<file path="config.mk">
export PLATFORM = sky130hd
export DESIGN_NAME = sl_node_ctrl
export DESIGN_NICKNAME = d
export VERILOG_FILES = /design/src/rtl/sl_node_pkg.sv /design/src/rtl/sl_txn_timer.sv /design/src/rtl/sl_snoop_resp.sv /design/src/rtl/sl_txn_seq.sv /design/src/rtl/sl_node_ctrl.sv
export SDC_FILE = /design/constraint.sdc
export NUM_CORES = 1
export LEC_CHECK = 0
export BUFFER_PORTS_ARGS = -buffer_cell sky130_fd_sc_hd__buf_2
export CAP_MARGIN = 10
export CELL_PAD_IN_SITES_DETAIL_PLACEMENT = 1
export CELL_PAD_IN_SITES_GLOBAL_PLACEMENT = 1
export CORE_MARGIN = 5
export CORE_UTILIZATION = 39
export CTS_CLUSTER_SIZE = 24
export DETAILED_ROUTE_END_ITERATION = 8
export PLACE_DENSITY = 0.91
export SYNTH_ARGS = -nofsm -noshare
export SYNTH_HDL_FRONTEND = slang
export SYNTH_SLANG_ARGS = --single-unit
export TNS_END_PERCENT = 10
</file>
<file path="constraint.sdc">
create_clock -name clk -period 2.8 [get_ports clk]
set_clock_uncertainty 0.15 [all_clocks]
set_input_delay 0 -clock clk [delete_from_list [all_inputs] [get_ports clk]]
set_output_delay 0 -clock clk [all_outputs]
set_load 0.05 [all_outputs]
</file>
<file path="src/rtl/sl_node_pkg.sv">
// Shared encodings and helpers for the sharing-list node controller.
// Assumes: node IDs of all ones mean "no node" (null link).
package sl_node_pkg;
    localparam int LS_W = 7;
    typedef logic [LS_W-1:0] lstate_t;

    localparam lstate_t LS_INVALID    = 7'h00;
    localparam lstate_t LS_ONLY_FRESH = 7'h10;
    localparam lstate_t LS_ONLY_DIRTY = 7'h11;
    localparam lstate_t LS_HEAD_FRESH = 7'h20;
    localparam lstate_t LS_HEAD_DIRTY = 7'h21;
    localparam lstate_t LS_MID_VALID  = 7'h30;
    localparam lstate_t LS_TAIL_VALID = 7'h38;

    localparam logic [1:0] CPU_RD  = 2'd0;
    localparam logic [1:0] CPU_RW  = 2'd1;
    localparam logic [1:0] CPU_MOD = 2'd2;

    typedef enum logic [1:0] {
        RQ_FETCH_R  = 2'd0,
        RQ_FETCH_RW = 2'd1,
        RQ_DEMOTE   = 2'd2,
        RQ_PURGE    = 2'd3
    } req_kind_e;

    typedef enum logic [1:0] {
        PH_IDLE   = 2'd0,
        PH_HOME   = 2'd1,
        PH_DEMOTE = 2'd2,
        PH_PURGE  = 2'd3
    } phase_e;

    // Map any unrecognised code to invalid.
    function automatic lstate_t canon(input lstate_t s);
        case (s)
            LS_ONLY_FRESH, LS_ONLY_DIRTY, LS_HEAD_FRESH, LS_HEAD_DIRTY,
            LS_MID_VALID, LS_TAIL_VALID: return s;
            default: return LS_INVALID;
        endcase
    endfunction

    // True for the states that own the line (list head or sole copy).
    function automatic logic is_owner(input lstate_t s);
        return (s == LS_ONLY_FRESH) || (s == LS_ONLY_DIRTY) ||
               (s == LS_HEAD_FRESH) || (s == LS_HEAD_DIRTY);
    endfunction

    // True for the states that sit behind the head.
    function automatic logic is_sharer(input lstate_t s);
        return (s == LS_MID_VALID) || (s == LS_TAIL_VALID);
    endfunction

    // True for the states that head a list of two or more.
    function automatic logic is_head(input lstate_t s);
        return (s == LS_HEAD_FRESH) || (s == LS_HEAD_DIRTY);
    endfunction
endpackage

</file>
<file path="src/rtl/sl_txn_timer.sv">
// Transaction timeout counter.
// Counts clock edges since the latest request was sent; raises expire on
// the edge that would reach the limit with no reply present.
// Assumes: limit >= 2 and held constant while a transaction is open.
module sl_txn_timer #(
    parameter int TMO_W = 11
) (
    input  logic             clk,
    input  logic             rst_n,
    input  logic [TMO_W-1:0] limit,
    input  logic             restart,
    input  logic             waiting,
    input  logic             rsp_seen,
    output logic             expire
);
    logic [TMO_W-1:0] cnt_q;

    // Expiry happens when the count would reach the limit this edge.
    always_comb begin
        expire = waiting && !rsp_seen && (cnt_q == (limit - 1'b1));
    end

    // Clear on each send, advance while a reply is awaited.
    always_ff @(posedge clk) begin
        if (!rst_n) begin
            cnt_q <= '0;
        end else if (restart) begin
            cnt_q <= '0;
        end else if (waiting && !rsp_seen && !expire) begin
            cnt_q <= cnt_q + 1'b1;
        end
    end

    p_cnt_below_limit_r10: assert property (@(posedge clk) disable iff (!rst_n)
        waiting |-> (cnt_q < limit));
endmodule

</file>
<file path="src/rtl/sl_snoop_resp.sv">
// Responder for requests arriving from other nodes.
// Decides whether an incoming demote or purge applies to this line and
// answers every request one cycle later, busy when a transaction is open.
// Assumes: at most one incoming request per cycle.
module sl_snoop_resp
    import sl_node_pkg::*;
#(
    parameter int NODE_W = 4
) (
    input  logic              clk,
    input  logic              rst_n,
    input  logic              in_req_valid,
    input  logic              in_req_purge,
    input  logic              pending,
    input  lstate_t           line_state,
    input  logic [NODE_W-1:0] fwd_ptr,
    output logic              apply_demote,
    output logic              apply_purge,
    output logic              in_rsp_valid,
    output logic              in_rsp_busy,
    output logic [NODE_W-1:0] in_rsp_next
);
    localparam logic [NODE_W-1:0] NULL_ID = '1;

    lstate_t cur;

    // Decide whether the request acts on the line this cycle.
    always_comb begin
        cur          = canon(line_state);
        apply_demote = in_req_valid && !pending && !in_req_purge && is_owner(cur);
        apply_purge  = in_req_valid && !pending &&  in_req_purge && is_sharer(cur);
    end

    // Register the answer, including the link handed back on a purge.
    always_ff @(posedge clk) begin
        if (!rst_n) begin
            in_rsp_valid <= 1'b0;
            in_rsp_busy  <= 1'b0;
            in_rsp_next  <= NULL_ID;
        end else begin
            in_rsp_valid <= in_req_valid;
            in_rsp_busy  <= in_req_valid && pending;
            in_rsp_next  <= apply_purge ? fwd_ptr : NULL_ID;
        end
    end

    p_busy_reply_r6: assert property (@(posedge clk) disable iff (!rst_n)
        (in_req_valid && pending) |=> (in_rsp_valid && in_rsp_busy));
    p_idle_reply_r7: assert property (@(posedge clk) disable iff (!rst_n)
        (in_req_valid && !pending) |=> (in_rsp_valid && !in_rsp_busy));
endmodule

</file>
<file path="src/rtl/sl_txn_seq.sv">
// Transaction sequencer and line registers.
// Runs fetch, demote and purge-walk transactions, applies local writes,
// applies incoming demote/purge decisions and handles busy and timeout.
// Assumes: apply_demote/apply_purge are only raised while not pending.
module sl_txn_seq
    import sl_node_pkg::*;
#(
    parameter int NODE_W  = 4,
    parameter int HOME_ID = 0
) (
    input  logic              clk,
    input  logic              rst_n,
    input  logic              cpu_valid,
    input  logic [1:0]        cpu_op,
    input  logic              in_req_valid,
    input  logic [NODE_W-1:0] in_req_src,
    input  logic              apply_demote,
    input  logic              apply_purge,
    input  logic              rsp_valid,
    input  logic              rsp_busy,
    input  logic [NODE_W-1:0] rsp_node,
    input  logic              expire,
    output logic              send,
    output logic              pending,
    output logic              out_valid,
    output logic [1:0]        out_kind,
    output logic [NODE_W-1:0] out_dest,
    output lstate_t           line_state,
    output logic [NODE_W-1:0] fwd_ptr,
    output logic [NODE_W-1:0] back_ptr,
    output logic              tmo_fail
);
    localparam logic [NODE_W-1:0] NULL_ID = '1;
    localparam logic [NODE_W-1:0] HOME    = NODE_W'(HOME_ID);

    phase_e            ph_q, ph_n;
    lstate_t           st_q, st_n, cur;
    logic [NODE_W-1:0] fwd_q, fwd_n, back_q, back_n, dest_q, dest_n;
    req_kind_e         kind_q, kind_n;
    logic              rw_q, rw_n, tmo_n;

    // Next-state decision for line, links and the open transaction.
    always_comb begin
        cur    = canon(st_q);
        ph_n   = ph_q;
        st_n   = st_q;
        fwd_n  = fwd_q;
        back_n = back_q;
        kind_n = kind_q;
        dest_n = dest_q;
        rw_n   = rw_q;
        send   = 1'b0;
        tmo_n  = 1'b0;
        if (apply_demote) begin
            back_n = in_req_src;
            st_n   = (fwd_q == NULL_ID) ? LS_TAIL_VALID : LS_MID_VALID;
        end else if (apply_purge) begin
            st_n   = LS_INVALID;
            fwd_n  = NULL_ID;
            back_n = NULL_ID;
        end else if (ph_q == PH_IDLE) begin
            if (cpu_valid && !in_req_valid) begin
                if ((cpu_op == CPU_RD || cpu_op == CPU_RW) && cur == LS_INVALID) begin
                    rw_n   = (cpu_op == CPU_RW);
                    kind_n = (cpu_op == CPU_RW) ? RQ_FETCH_RW : RQ_FETCH_R;
                    dest_n = HOME;
                    send   = 1'b1;
                    ph_n   = PH_HOME;
                end else if (cpu_op == CPU_MOD && cur == LS_ONLY_FRESH) begin
                    st_n = LS_ONLY_DIRTY;
                end else if (cpu_op == CPU_MOD && is_head(cur)) begin
                    st_n   = LS_HEAD_DIRTY;
                    kind_n = RQ_PURGE;
                    dest_n = fwd_q;
                    send   = 1'b1;
                    ph_n   = PH_PURGE;
                end
            end
        end else if (rsp_valid) begin
            if (rsp_busy) begin
                send = 1'b1;
            end else begin
                case (ph_q)
                    PH_HOME: begin
                        if (rsp_node == NULL_ID) begin
                            st_n   = rw_q ? LS_ONLY_DIRTY : LS_ONLY_FRESH;
                            fwd_n  = NULL_ID;
                            back_n = NULL_ID;
                            ph_n   = PH_IDLE;
                        end else begin
                            fwd_n  = rsp_node;
                            kind_n = RQ_DEMOTE;
                            dest_n = rsp_node;
                            send   = 1'b1;
                            ph_n   = PH_DEMOTE;
                        end
                    end
                    PH_DEMOTE: begin
                        st_n   = rw_q ? LS_HEAD_DIRTY : LS_HEAD_FRESH;
                        back_n = NULL_ID;
                        ph_n   = PH_IDLE;
                    end
                    default: begin
                        if (rsp_node == NULL_ID) begin
                            fwd_n = NULL_ID;
                            st_n  = LS_ONLY_DIRTY;
                            ph_n  = PH_IDLE;
                        end else begin
                            fwd_n  = rsp_node;
                            dest_n = rsp_node;
                            send   = 1'b1;
                        end
                    end
                endcase
            end
        end else if (expire) begin
            tmo_n = 1'b1;
            ph_n  = PH_IDLE;
            if (ph_q != PH_PURGE) begin
                st_n   = LS_INVALID;
                fwd_n  = NULL_ID;
                back_n = NULL_ID;
            end
        end
    end

    // Register the line, links, phase and outgoing request.
    always_ff @(posedge clk) begin
        if (!rst_n) begin
            ph_q      <= PH_IDLE;
            st_q      <= LS_INVALID;
            fwd_q     <= NULL_ID;
            back_q    <= NULL_ID;
            kind_q    <= RQ_FETCH_R;
            dest_q    <= NULL_ID;
            rw_q      <= 1'b0;
            out_valid <= 1'b0;
            tmo_fail  <= 1'b0;
        end else begin
            ph_q      <= ph_n;
            st_q      <= st_n;
            fwd_q     <= fwd_n;
            back_q    <= back_n;
            kind_q    <= kind_n;
            dest_q    <= dest_n;
            rw_q      <= rw_n;
            out_valid <= send;
            tmo_fail  <= tmo_n;
        end
    end

    // Drive the outputs from the registers.
    always_comb begin
        pending    = (ph_q != PH_IDLE);
        out_kind   = kind_q;
        out_dest   = dest_q;
        line_state = st_q;
        fwd_ptr    = fwd_q;
        back_ptr   = back_q;
    end

    p_idle_quiet_r3: assert property (@(posedge clk) disable iff (!rst_n)
        !pending |-> !out_valid);
    p_fetch_home_r3: assert property (@(posedge clk) disable iff (!rst_n)
        (out_valid && out_kind[1] == 1'b0) |-> (out_dest == HOME));
    p_tmo_idle_r10: assert property (@(posedge clk) disable iff (!rst_n)
        tmo_fail |-> !pending);
    p_owner_back_null_r4: assert property (@(posedge clk) disable iff (!rst_n)
        is_owner(st_q) |-> (back_q == NULL_ID));
    p_only_fwd_null_r2: assert property (@(posedge clk) disable iff (!rst_n)
        (st_q == LS_ONLY_FRESH || st_q == LS_ONLY_DIRTY) |-> (fwd_q == NULL_ID));
    p_known_state_r2: assert property (@(posedge clk) disable iff (!rst_n)
        (canon(st_q) == st_q));
endmodule

</file>
<file path="src/rtl/sl_node_ctrl.sv">
// Sharing-list node coherence controller for one cache line.
// Joins the sequencer, the incoming-request responder and the timeout
// counter. Assumes the network delivers at most one reply and one
// incoming request per cycle.
module sl_node_ctrl
    import sl_node_pkg::*;
#(
    parameter int NODE_W  = 4,
    parameter int HOME_ID = 0,
    parameter int TMO_W   = 11
) (
    input  logic              clk,
    input  logic              rst_n,
    input  logic [TMO_W-1:0]  tmo_limit,
    input  logic              cpu_valid,
    input  logic [1:0]        cpu_op,
    output logic              out_valid,
    output logic [1:0]        out_kind,
    output logic [NODE_W-1:0] out_dest,
    input  logic              rsp_valid,
    input  logic              rsp_busy,
    input  logic [NODE_W-1:0] rsp_node,
    input  logic              in_req_valid,
    input  logic              in_req_purge,
    input  logic [NODE_W-1:0] in_req_src,
    output logic              in_rsp_valid,
    output logic              in_rsp_busy,
    output logic [NODE_W-1:0] in_rsp_next,
    output logic [6:0]        line_state,
    output logic [NODE_W-1:0] fwd_ptr,
    output logic [NODE_W-1:0] back_ptr,
    output logic              pending,
    output logic              tmo_fail
);
    logic apply_demote, apply_purge, send, expire;

    sl_snoop_resp #(.NODE_W(NODE_W)) u_snoop (
        .clk          (clk),
        .rst_n        (rst_n),
        .in_req_valid (in_req_valid),
        .in_req_purge (in_req_purge),
        .pending      (pending),
        .line_state   (line_state),
        .fwd_ptr      (fwd_ptr),
        .apply_demote (apply_demote),
        .apply_purge  (apply_purge),
        .in_rsp_valid (in_rsp_valid),
        .in_rsp_busy  (in_rsp_busy),
        .in_rsp_next  (in_rsp_next)
    );

    sl_txn_timer #(.TMO_W(TMO_W)) u_timer (
        .clk      (clk),
        .rst_n    (rst_n),
        .limit    (tmo_limit),
        .restart  (send),
        .waiting  (pending),
        .rsp_seen (rsp_valid),
        .expire   (expire)
    );

    sl_txn_seq #(.NODE_W(NODE_W), .HOME_ID(HOME_ID)) u_seq (
        .clk          (clk),
        .rst_n        (rst_n),
        .cpu_valid    (cpu_valid),
        .cpu_op       (cpu_op),
        .in_req_valid (in_req_valid),
        .in_req_src   (in_req_src),
        .apply_demote (apply_demote),
        .apply_purge  (apply_purge),
        .rsp_valid    (rsp_valid),
        .rsp_busy     (rsp_busy),
        .rsp_node     (rsp_node),
        .expire       (expire),
        .send         (send),
        .pending      (pending),
        .out_valid    (out_valid),
        .out_kind     (out_kind),
        .out_dest     (out_dest),
        .line_state   (line_state),
        .fwd_ptr      (fwd_ptr),
        .back_ptr     (back_ptr),
        .tmo_fail     (tmo_fail)
    );
endmodule

</file>
# After elaboration in Yosys (flattened, before gate mapping)
# Cells that the tools add are included.
# word_totals
register_bits	43
in_bits	28
out_inout_bits	30
wordCells	180
# op_classes
n_addsub	2
eq_ne	41
muxes	73
bitwise_logic	3
reduce_logical	48
# op_table
op	count
$mux W7	14
$mux W4	24
$eq A7 B6 Y1 const B	8
$mux W2	17
$eq A7 B5 Y1 const B	4
$reduce_and A9 Y1	2
$reduce_and A8 Y1	2
$mux W1	15
$pmux W7 S2	1
$logic_and A1 B1 Y1	13
$ne A3 B3 Y1 const B	4
$reduce_and A6 Y1	2
$add A11 B1 Y11 const B	1
$eq A11 B11 Y1	1
$sub A11 B1 Y11 const B	1
$ne A5 B1 Y1 const B	2
$reduce_bool A5 Y1	2
$reduce_bool A3 Y1	3
$eq A4 B4 Y1 const B	2
$ne A4 B4 Y1 const B	2
$pmux W4 S2	1
$reduce_bool A4 Y1	2
$logic_not A7 Y1	1
$logic_or A1 B1 Y1	6
other kinds (21)	37

# Logic depth before layout (Yosys ltp)
# Gate-level depths: netlist of run 1.
# depth
ltp_word	14
depth_mapped	11
ltp_nobuf	9

# Modules after synthesis
# From an unflattened synthesis of run 1, not the netlist that was laid out.
# unflattened
cells_unflattened	311
area_unflattened_um2	2603.7
# modules_own_cells
module	n_inst	cells_per_inst	area_per_inst_um2	seq_area_each_um2
sl_txn_seq	1	158	1361.3	460.4
sl_txn_timer	1	126	957.2	220.2
sl_snoop_resp	1	27	285.3	120.1

# Worst setup path after synthesis of run 1
# OpenSTA, ideal clock, no wires.
# synth_timing
path_kind	register -> register
start	register u_seq.ph_q[0]
end	register u_seq.back_q[0] (netlist: u_seq.back_ptr[0])
setup_time_ns	0.130
t_arrival_ns	2.391
required_time_ns	2.520
path_slack_ns	0.130
stages_incl_launch_ff	10
n_path_buf	2
synth_period_minus_slack_ns	2.670
path_cell_list	dfxtp_1 > inv_1 > ha_1 > clkbuf_1 > inv_1 > clkbuf_1 > a311oi_1 > o31ai_1 > a21oi_1 > nand2_1
# synth_between
elab_chain_cells	7
elab_cells_between_ends	26
classes_between	7 x eq/ne; 6 x mux; 13 x reduce/logical
# synth_lines
element	line_no	source
start, declared	sl_txn_seq.sv:36	phase_e ph_q, ph_n;
start signal, assigned	sl_txn_seq.sv:140	ph_q <= ph_n;
$reduce_bool A2 Y1 *	sl_txn_seq.sv:154	pending = (ph_q != PH_IDLE);
named net pending	sl_node_ctrl.sv:32	output logic pending,
$logic_not A1 Y1	sl_snoop_resp.sv:30, sl_snoop_resp.sv:31	
$logic_and A1 B1 Y1	sl_snoop_resp.sv:30, sl_snoop_resp.sv:31	
$logic_and A1 B1 Y1, on equally long branches (2 in series)	sl_snoop_resp.sv:30, sl_snoop_resp.sv:31	
$ne A5 B4 Y1 (no source line), or another cell as far along	n/a	
$reduce_and A6 Y1 (no source line) / $mux W4 (equally long branches)	n/a	
end signal, assigned	sl_txn_seq.sv:143	back_q <= back_n;
end, declared	sl_txn_seq.sv:38	logic [NODE_W-1:0] fwd_q, fwd_n, back_q, back_n, dest_q, dest_n;
# The timed path passes the listed nets; every way through them passes the cells marked *. The select of a mux whose other input is x is not followed.
# A chain may end at the register's enable or synchronous reset.

# Final worst setup path of run 1
# layout_timing
start	register u_timer.cnt_q[3]
end	register u_seq.fwd_q[0] (netlist: u_seq.fwd_ptr[0])
# layout_between
elab_chain_cells	4
# layout_lines
element	line_no	source
start, declared	sl_txn_timer.sv:16	logic [TMO_W-1:0] cnt_q;
start signal, assigned	sl_txn_timer.sv:30	cnt_q <= cnt_q + 1'b1;
$eq A11 B11 Y1	sl_txn_timer.sv:20	expire = waiting && !rsp_seen && (cnt_q == (limit - 1'b1));
$logic_and A1 B1 Y1	sl_txn_timer.sv:20	
$reduce_bool A3 Y1 (no source line)	n/a	
$reduce_and A6 Y1 (no source line)	n/a	
end signal, assigned	sl_txn_seq.sv:142	fwd_q <= fwd_n;
end, declared	sl_txn_seq.sv:38	
# Every way passes these cells.

==> results.ini, run 1 <==
[cells_and_area]
design_area_sq_mm = 0.00312
nets = 421
drive_above_1_share = 0.217
diodes = 0
syn_to_final_growth_pct = 24.1

[route]
wl_per_cell_microns = 19.4
avgViaCountPerCell = 5.99
remaining_drc_errors = 0
finalWirelength_microns = 8990
ant_nets = 0
first_pass_iters = 5
drt_iter0_markers = 301
num_vias = 2779

[placement]
globalplace.congestion = 0.865
place_ws_ns = -0.0353
place_area_sq_mm = 0.00287
hpwl_microns = 6160
portBuffers = 54

[setup_path]
path_delay_family = simple AND/OR/NAND/NOR gates
slowest_delay_ns = 0.49
cp_slowest_cell = dfxtp_1
worstSetupPathType = register to register
critPathMaxFanout = 7
end_kind = register
crit_arrival_ns = 2.74
crit_required_ns = 2.90
setup.worst_path.start_class = register
critPathBufInv = 0
path_cells = xor2_1 > xnor2_1 > nand3_1 > nor4b_4 > nand4_1 > a22oi_1 > o22a_1

[clocking]
clockBufferDepth = 2
cts.reportedPaths.clkPinSlew_ns = 0.10
cts_setup_buffers = 0
cts_sinks = 40
clk_latency_ns = 0.31
root_buffer = clkbuf_8
cts_max_level = 2
cts_inserted_buffers = 5
cts_tree = done

[pwr]
power_density_mw_per_mm2 = 815
total_leakage_power_uw = 0.00127
vdd_drop_max_uv = 440

[logic_synthesis]
syn_inst = 317
synth-seq-cells = 40
netlist_top_cells_count = dfxtp_1, nand2_1, nor2_1, o21ai_0, a21oi_1
yosysWarnings = 0
synthFlopType = dfxtp_1
synth.largest_area_cell = dfxtp_1
ys_types = 53
synth.top_cell.area_share = 0.319
avgSynthCellArea_sq_um = 7.93
synth_edf_count = 0
yosysSeqAreaShare = 0.319
synthArstFlopShare = 0
synth.area.top_cells = dfxtp_1, nand2_1, ha_1, nor2_1, o21ai_0
synthesis.area_sq_mm = 0.00251
yosysMostFrequentCell = dfxtp_1

[global_routing]
grt_usage = 0.217
grt_overflow = 0
met1_usage = 0.267
grt-busiest-layer = met2
grt_pass1_vias = 2891
grt.met3_usage = 0.0392
grt_pass1_wl_microns = 14600
grt_max_degree = 23
grt_util_met2 = 0.368
antenna_found_initial = 0

[sta]
tightest_slew_ns = 0.614
slew_violations = 0
final-setup-viol-count = 0
max_freq_mhz = 378
period_needed_ns = 2.64
rsz0062_at_grt = true
hold_viol = 0
relSlewSlack = 0.591
fin_crit_sh = 0.944
setup_ws_ns = 0.156

[outcome]
status = finished, final reports clean

[floorplan]
die_area_sq_mm = 0.00815
start_util = 0.398
die_h_microns = 90.3
num_io_pins = 58
rows = 29
die_w_microns = 90.3
fp.coreArea_sq_mm = 0.00631

[worst_hold_path]
hold_class = input pin to register

[run]
cap_violations = 0

==> cells by family after synthesis <==
kind of cell               Yosys count  synth area share
muxes                                7            0.0279
xor gates and xnor gates            14            0.0488
buffers and inverters               26            0.0483
and+or+nand+nor                    141             0.301
AOI/OAI and AO/OA                   81             0.219
DFF                                 40             0.319
adders and majority gates            7            0.0348
other                                1           0.00149
==> final timing paths <==
check                                                    start                               end  slack (ns)  cells past startpoint
worst max-delay path             u_timer.cnt_q[3]$_SDFFE_PP0P_     u_seq.fwd_ptr[0]$_SDFFE_PN1P_        0.16                      7
worst min register to register  u_seq.out_kind[1]$_SDFFE_PN0P_    u_seq.out_kind[1]$_SDFFE_PN0P_        0.31                      2
worst max register to register   u_timer.cnt_q[3]$_SDFFE_PP0P_     u_seq.fwd_ptr[0]$_SDFFE_PN1P_        0.16                      7
worst min-delay path                                 rsp_valid  u_seq.line_state[5]$_SDFFE_PN0P_        0.09                      5
==> per-stage QoR <==
stage / power, uW / hold slack, ns / utilization / TNS, ns / cells
final: 2540 / 0.0925 / 0.494 / 0 / 464
after global routing: 2670 / 0.115 / 0.494 / -0.0159 / 464
after CTS: 2480 / 0.0751 / 0.492 / 0 / 464
after detailed placement: 1960 / 0.125 / 0.455 / -0.0485 / 444
after global placement: 1910 / 0.121 / 0.455 / 0 / 444
after floorplan: 1610 / -0.0134 / - / 0 / 319
==> per-layer routing <==
layer / routed length, microns / vias up / part of all wire
li1: - / 1289 / -
met1: 3790 / 1339 / 0.42
met2: 4430 / 118 / 0.49
met3: 446 / 33 / 0.050
met4: 315 / 0 / 0.035
met5: 0 / - / 0
==> where the power goes <==
part / internal [uW] / switching [uW]
Combinational: 421 / 879
Sequential: 650 / 87.5
Clock: 269 / 238
Total: 1340 / 1210
==> flip-flops by register name, summed over array words and instances, names as in the netlist, 2 cells and up <==
name / flops
u_timer.cnt_q: 11
u_seq.back_ptr: 4
u_seq.fwd_ptr: 4
u_seq.line_state: 4
u_seq.out_dest: 4
u_snoop.in_rsp_next: 4
u_seq.out_kind: 2
u_seq.ph_q: 2
==> layout by cell type, fill, tap and decap left out, types with 3 or more instances in the layout <==
cell type	count
a21boi_1	7
a21oi_1	14
a311oi_1	3
a31oi_1	3
and2_1	6
and3_1	7
buf_2	54
buf_4	8
clkbuf_8	5
conb_1	3
dfxtp_1	40
dlygate4sd3_1	12
ha_1	7
inv_1	12
mux2i_1	7
nand2_1	38
nand2b_1	5
nand3_1	10
nand4_1	7
nor2_1	20
nor2b_1	4
nor3_1	12
nor3b_1	5
nor4_1	4
o211ai_1	7
o21ai_0	15
o21ai_1	6
o22a_1	4
o31ai_1	5
or2_2	4
or3_1	7
or4_1	5
xnor2_1	7
xor2_1	7
==> cell type report <==
type,count,area [sq um]
Tap cell,77,96.3
Inverter,12,45.0
Sequential cell,40,801
Clock buffer,5,68.8
Clock inverter,3,47.5
Fill cell,800,3190
Timing Repair Buffer,74,450
Multi-Input combinational cell,253,1610
==> worst reg2reg max path, stage by stage (launching register included) <==
cell and delay [ns]:
dfxtp_1 0.49, xor2_1 0.23, xnor2_1 0.13, nand3_1 0.14, nor4b_4 0.45, nand4_1 0.28, a22oi_1 0.43, o22a_1 0.28
==> what timing repair did <==
action	in CTS	in global routing
endpoints found under the hold margin	21	0
endpoints found under the setup margin	0	6
hold buffers	12	0
gates resized for setup	0	3
No activity file was read; power rests on OpenSTA's default activity.
==> inputs of run 2 (changes only) <==
--- a/config.mk
+++ b/config.mk
@@ -10,10 +10,10 @@
 export CELL_PAD_IN_SITES_DETAIL_PLACEMENT = 1
 export CELL_PAD_IN_SITES_GLOBAL_PLACEMENT = 1
 export CORE_MARGIN = 5
-export CORE_UTILIZATION = 39
+export CORE_UTILIZATION = 35
 export CTS_CLUSTER_SIZE = 24
 export DETAILED_ROUTE_END_ITERATION = 8
-export PLACE_DENSITY = 0.91
+export PLACE_DENSITY = 0.87
 export SYNTH_ARGS = -nofsm -noshare
 export SYNTH_HDL_FRONTEND = slang
 export SYNTH_SLANG_ARGS = --single-unit
==> constraint.sdc (replaced) <==
create_clock -name clk -period 2.3 [get_ports clk]
set_clock_uncertainty 0.15 [all_clocks]
set_input_delay 0 -clock clk [delete_from_list [all_inputs] [get_ports clk]]
set_output_delay 0 -clock clk [all_outputs]
set_load 0.05 [all_outputs]
==> run 2 against run 1 <==
Net effect: the run now ends with setup timing left; sequential cell count stayed put; worst hold slack worse by 0.016 ns; die area is 10% higher; non-clock buffer count is 36 higher; global-route usage is 1.9 points higher; power is 38% higher; routed wire length is 22% higher; clock-buffer cell count is 1 higher.
==> results.ini, run 2 (same netlist as run 1, synthesis figures left out) <==
[global_routing]
grt_usage = 0.236  ; +0.0190
grt_pass1_vias = 3125  ; +8.1%
grt_pass1_wl_microns = 16500  ; +13%
antenna_found_initial = 1  ; +1
grt_max_degree = 23  ; unchanged
grt_overflow = 0  ; unchanged

[sta]
rsz0062_at_grt = true
fin_crit_sh = 1.04  ; +0.0924
setup_ws_ns = -0.0845  ; -0.240 ns
max_freq_mhz = 419  ; +11%
hold_viol = 0  ; unchanged
fin_setup_tns_ns = -0.624  ; -0.624 ns
period_needed_ns = 2.38  ; -0.260 ns
final-setup-viol-count = 13  ; +13
slew_violations = 0  ; unchanged

[route]
first_pass_iters = 4  ; -1
drt_iter0_markers = 316  ; +5.0%
ant_nets = 0  ; unchanged
remaining_drc_errors = 0  ; unchanged
avgViaCountPerCell = 5.90  ; -1.5%
num_vias = 3073  ; +11%
finalWirelength_microns = 11000  ; +22%
wl_per_cell_microns = 21.0  ; +8.6%

[clocking]
cts_inserted_buffers = 5  ; unchanged
cts.reportedPaths.clkPinSlew_ns = 0.10  ; about the same
cts_sinks = 40  ; unchanged
cts_tree = done
clockBufferDepth = 2  ; unchanged
cts_max_level = 2  ; unchanged
root_buffer = clkbuf_8
clk_latency_ns = 0.32  ; about the same

[setup_path]
r2r_end = u_seq.line_state[0]$_SDFFE_PN0P_
worstReg2RegStart = u_timer.cnt_q[6]$_SDFFE_PP0P_
critPathMaxFanout = 5  ; -2
end_kind = register
setup.worst_path.start_class = register
rr_worst_depth = 7  ; unchanged
worstSetupPathType = register to register
crit_required_ns = 2.40  ; -0.50 ns
endpoint = u_seq.line_state[0]$_SDFFE_PN0P_
crit_arrival_ns = 2.48  ; -0.26 ns
crit_start = u_timer.cnt_q[6]$_SDFFE_PP0P_
r2r_slack_ns = -0.08  ; -0.24 ns

[cells_and_area]
nets = 457  ; +8.6%
multiInputGateArea_sq_mm = 0.00171  ; +6.0%
fillers = 874  ; +9.3%
utilization = 0.510  ; +0.0155
regMostFlops = u_timer.cnt_q
final_common_cell = buf_2
largest_reg_flops = 11  ; unchanged
register_area_sq_um = 812  ; +1.4%
syn_to_final_growth_pct = 40.1
layout_common_cells = buf_2, buf_4, nand2_1, dfxtp_1, nor2_1
drive_above_1_share = 0.336  ; +0.119

[pwr]
vdd_drop_max_uv = 402  ; -8.7%
p_comb_frac = 0.573  ; +0.062
seq_power_share = 0.257  ; -0.033
total_leakage_power_uw = 0.00147  ; +16%
clockPowerShare = 0.170  ; -0.029
power_density_mw_per_mm2 = 999  ; +22%
internal_power_uw = 1810  ; +35%
p_switching_uw = 1710  ; +42%
switching_share = 0.486  ; +0.0124

[floorplan]
die_area_sq_mm = 0.00898  ; +10%
rows = 30  ; +3.4%
die_w_microns = 94.7  ; +4.9%
start_util = 0.364  ; -0.0342
fp.coreArea_sq_mm = 0.00691  ; +9.4%
num_io_pins = 58  ; unchanged
die_h_microns = 94.7  ; +4.9%

[placement]
portBuffers = 54  ; unchanged
hpwl_microns = 6430  ; +4.3%
globalplace.congestion = 0.858  ; -0.81%

[worst_hold_path]
hold_class = input pin to register

[outcome]
status = finished with violations
violations = setup timing

[run]
cap_violations = 0  ; unchanged

run 2: changes by cell type in the layout (fill, tap and decap cells not counted), sizes merged:
cell	change
clkinvlp	+1
inv	+1
clkinv	-2
diode	+2
bufinv	-1
clkbuf	+1
buf	+36
run 2: power groups by stage:
stage	combinational [uW]	sequential, uW	clock, uW
2_1_floorplan	860	1140	0
3_3_place_gp	1650	890	0
3_5_place_dp	1710	901	0
4_1_cts	1810	891	588
5_1_grt	2110	916	615
6_report	2010	903	599
run 2: worst min path at each step:
stage                  from                                 to  slack [ns]  cells after the start
3_3_place_gp    rsp_node[3]      u_seq.fwd_ptr[3]$_SDFFE_PN1P_        0.12                      2
6_report       in_req_purge  u_snoop.in_rsp_next[0]$_SDFF_PN1_        0.08                      5
3_5_place_dp    rsp_node[2]      u_seq.fwd_ptr[2]$_SDFFE_PN1P_        0.12                      2
2_1_floorplan  in_req_valid    u_snoop.in_rsp_valid$_SDFF_PN0_       -0.01                      1
5_1_grt        in_req_purge  u_snoop.in_rsp_next[0]$_SDFF_PN1_        0.12                      5
4_1_cts        in_req_purge  u_snoop.in_rsp_next[2]$_SDFF_PN1_        0.06                      5
run 2: final cells by class:
class                           count  area share
Sequential cell                    40       0.231
Clock buffer                        6      0.0267
Inverter                           12      0.0128
Timing Repair Buffer              110       0.205
Multi-Input combinational cell    253       0.485
Tap cell                           96      0.0341
Antenna cell                        2     0.00142
Clock inverter                      2     0.00462
run 2: what timing repair did:
item | 4_1_cts | 5_1_grt
buffers inserted | 0 | 4
pin swaps | 2 | 11
gates resized for setup | 4 | 15
endpoints found under the hold margin | 20 | 0
gates cloned | 0 | 0
setup endpoints to repair | 18 | 28
hold buffers | 12 | 0
run 2: worst max-delay path, cell delays in order, from the launching register on:
cell and delay, ns:
dfxtp_1 0.47, xor2_1 0.30, xnor2_1 0.15, nor4b_4 0.35, nand4_1 0.25, a31oi_2 0.24
buf_4 0.18, mux2i_1 0.22
run 2: per-stage QoR:
stage	power [uW]	area (sq um)	hold WS (ns)	setup WS, ns	std cells
after floorplan	2000	2560	-0.0134	0.00254	319
after global placement	2540	3170	0.119	-0.134	495
after detailed placement	2610	3170	0.116	-0.443	495
after CTS	3280	3410	0.0583	0.0282	515
after global routing	3640	3520	0.121	-0.215	520
final	3520	3520	0.0763	-0.0845	521
run 2: layer usage:
metal	track usage	vias up	wire, microns
met3	0.0382	39	641
met1	0.269	1531	4180
met5	0	-	0
met4	0.123	0	462
met2	0.422	138	5680
li1	-	1365	-
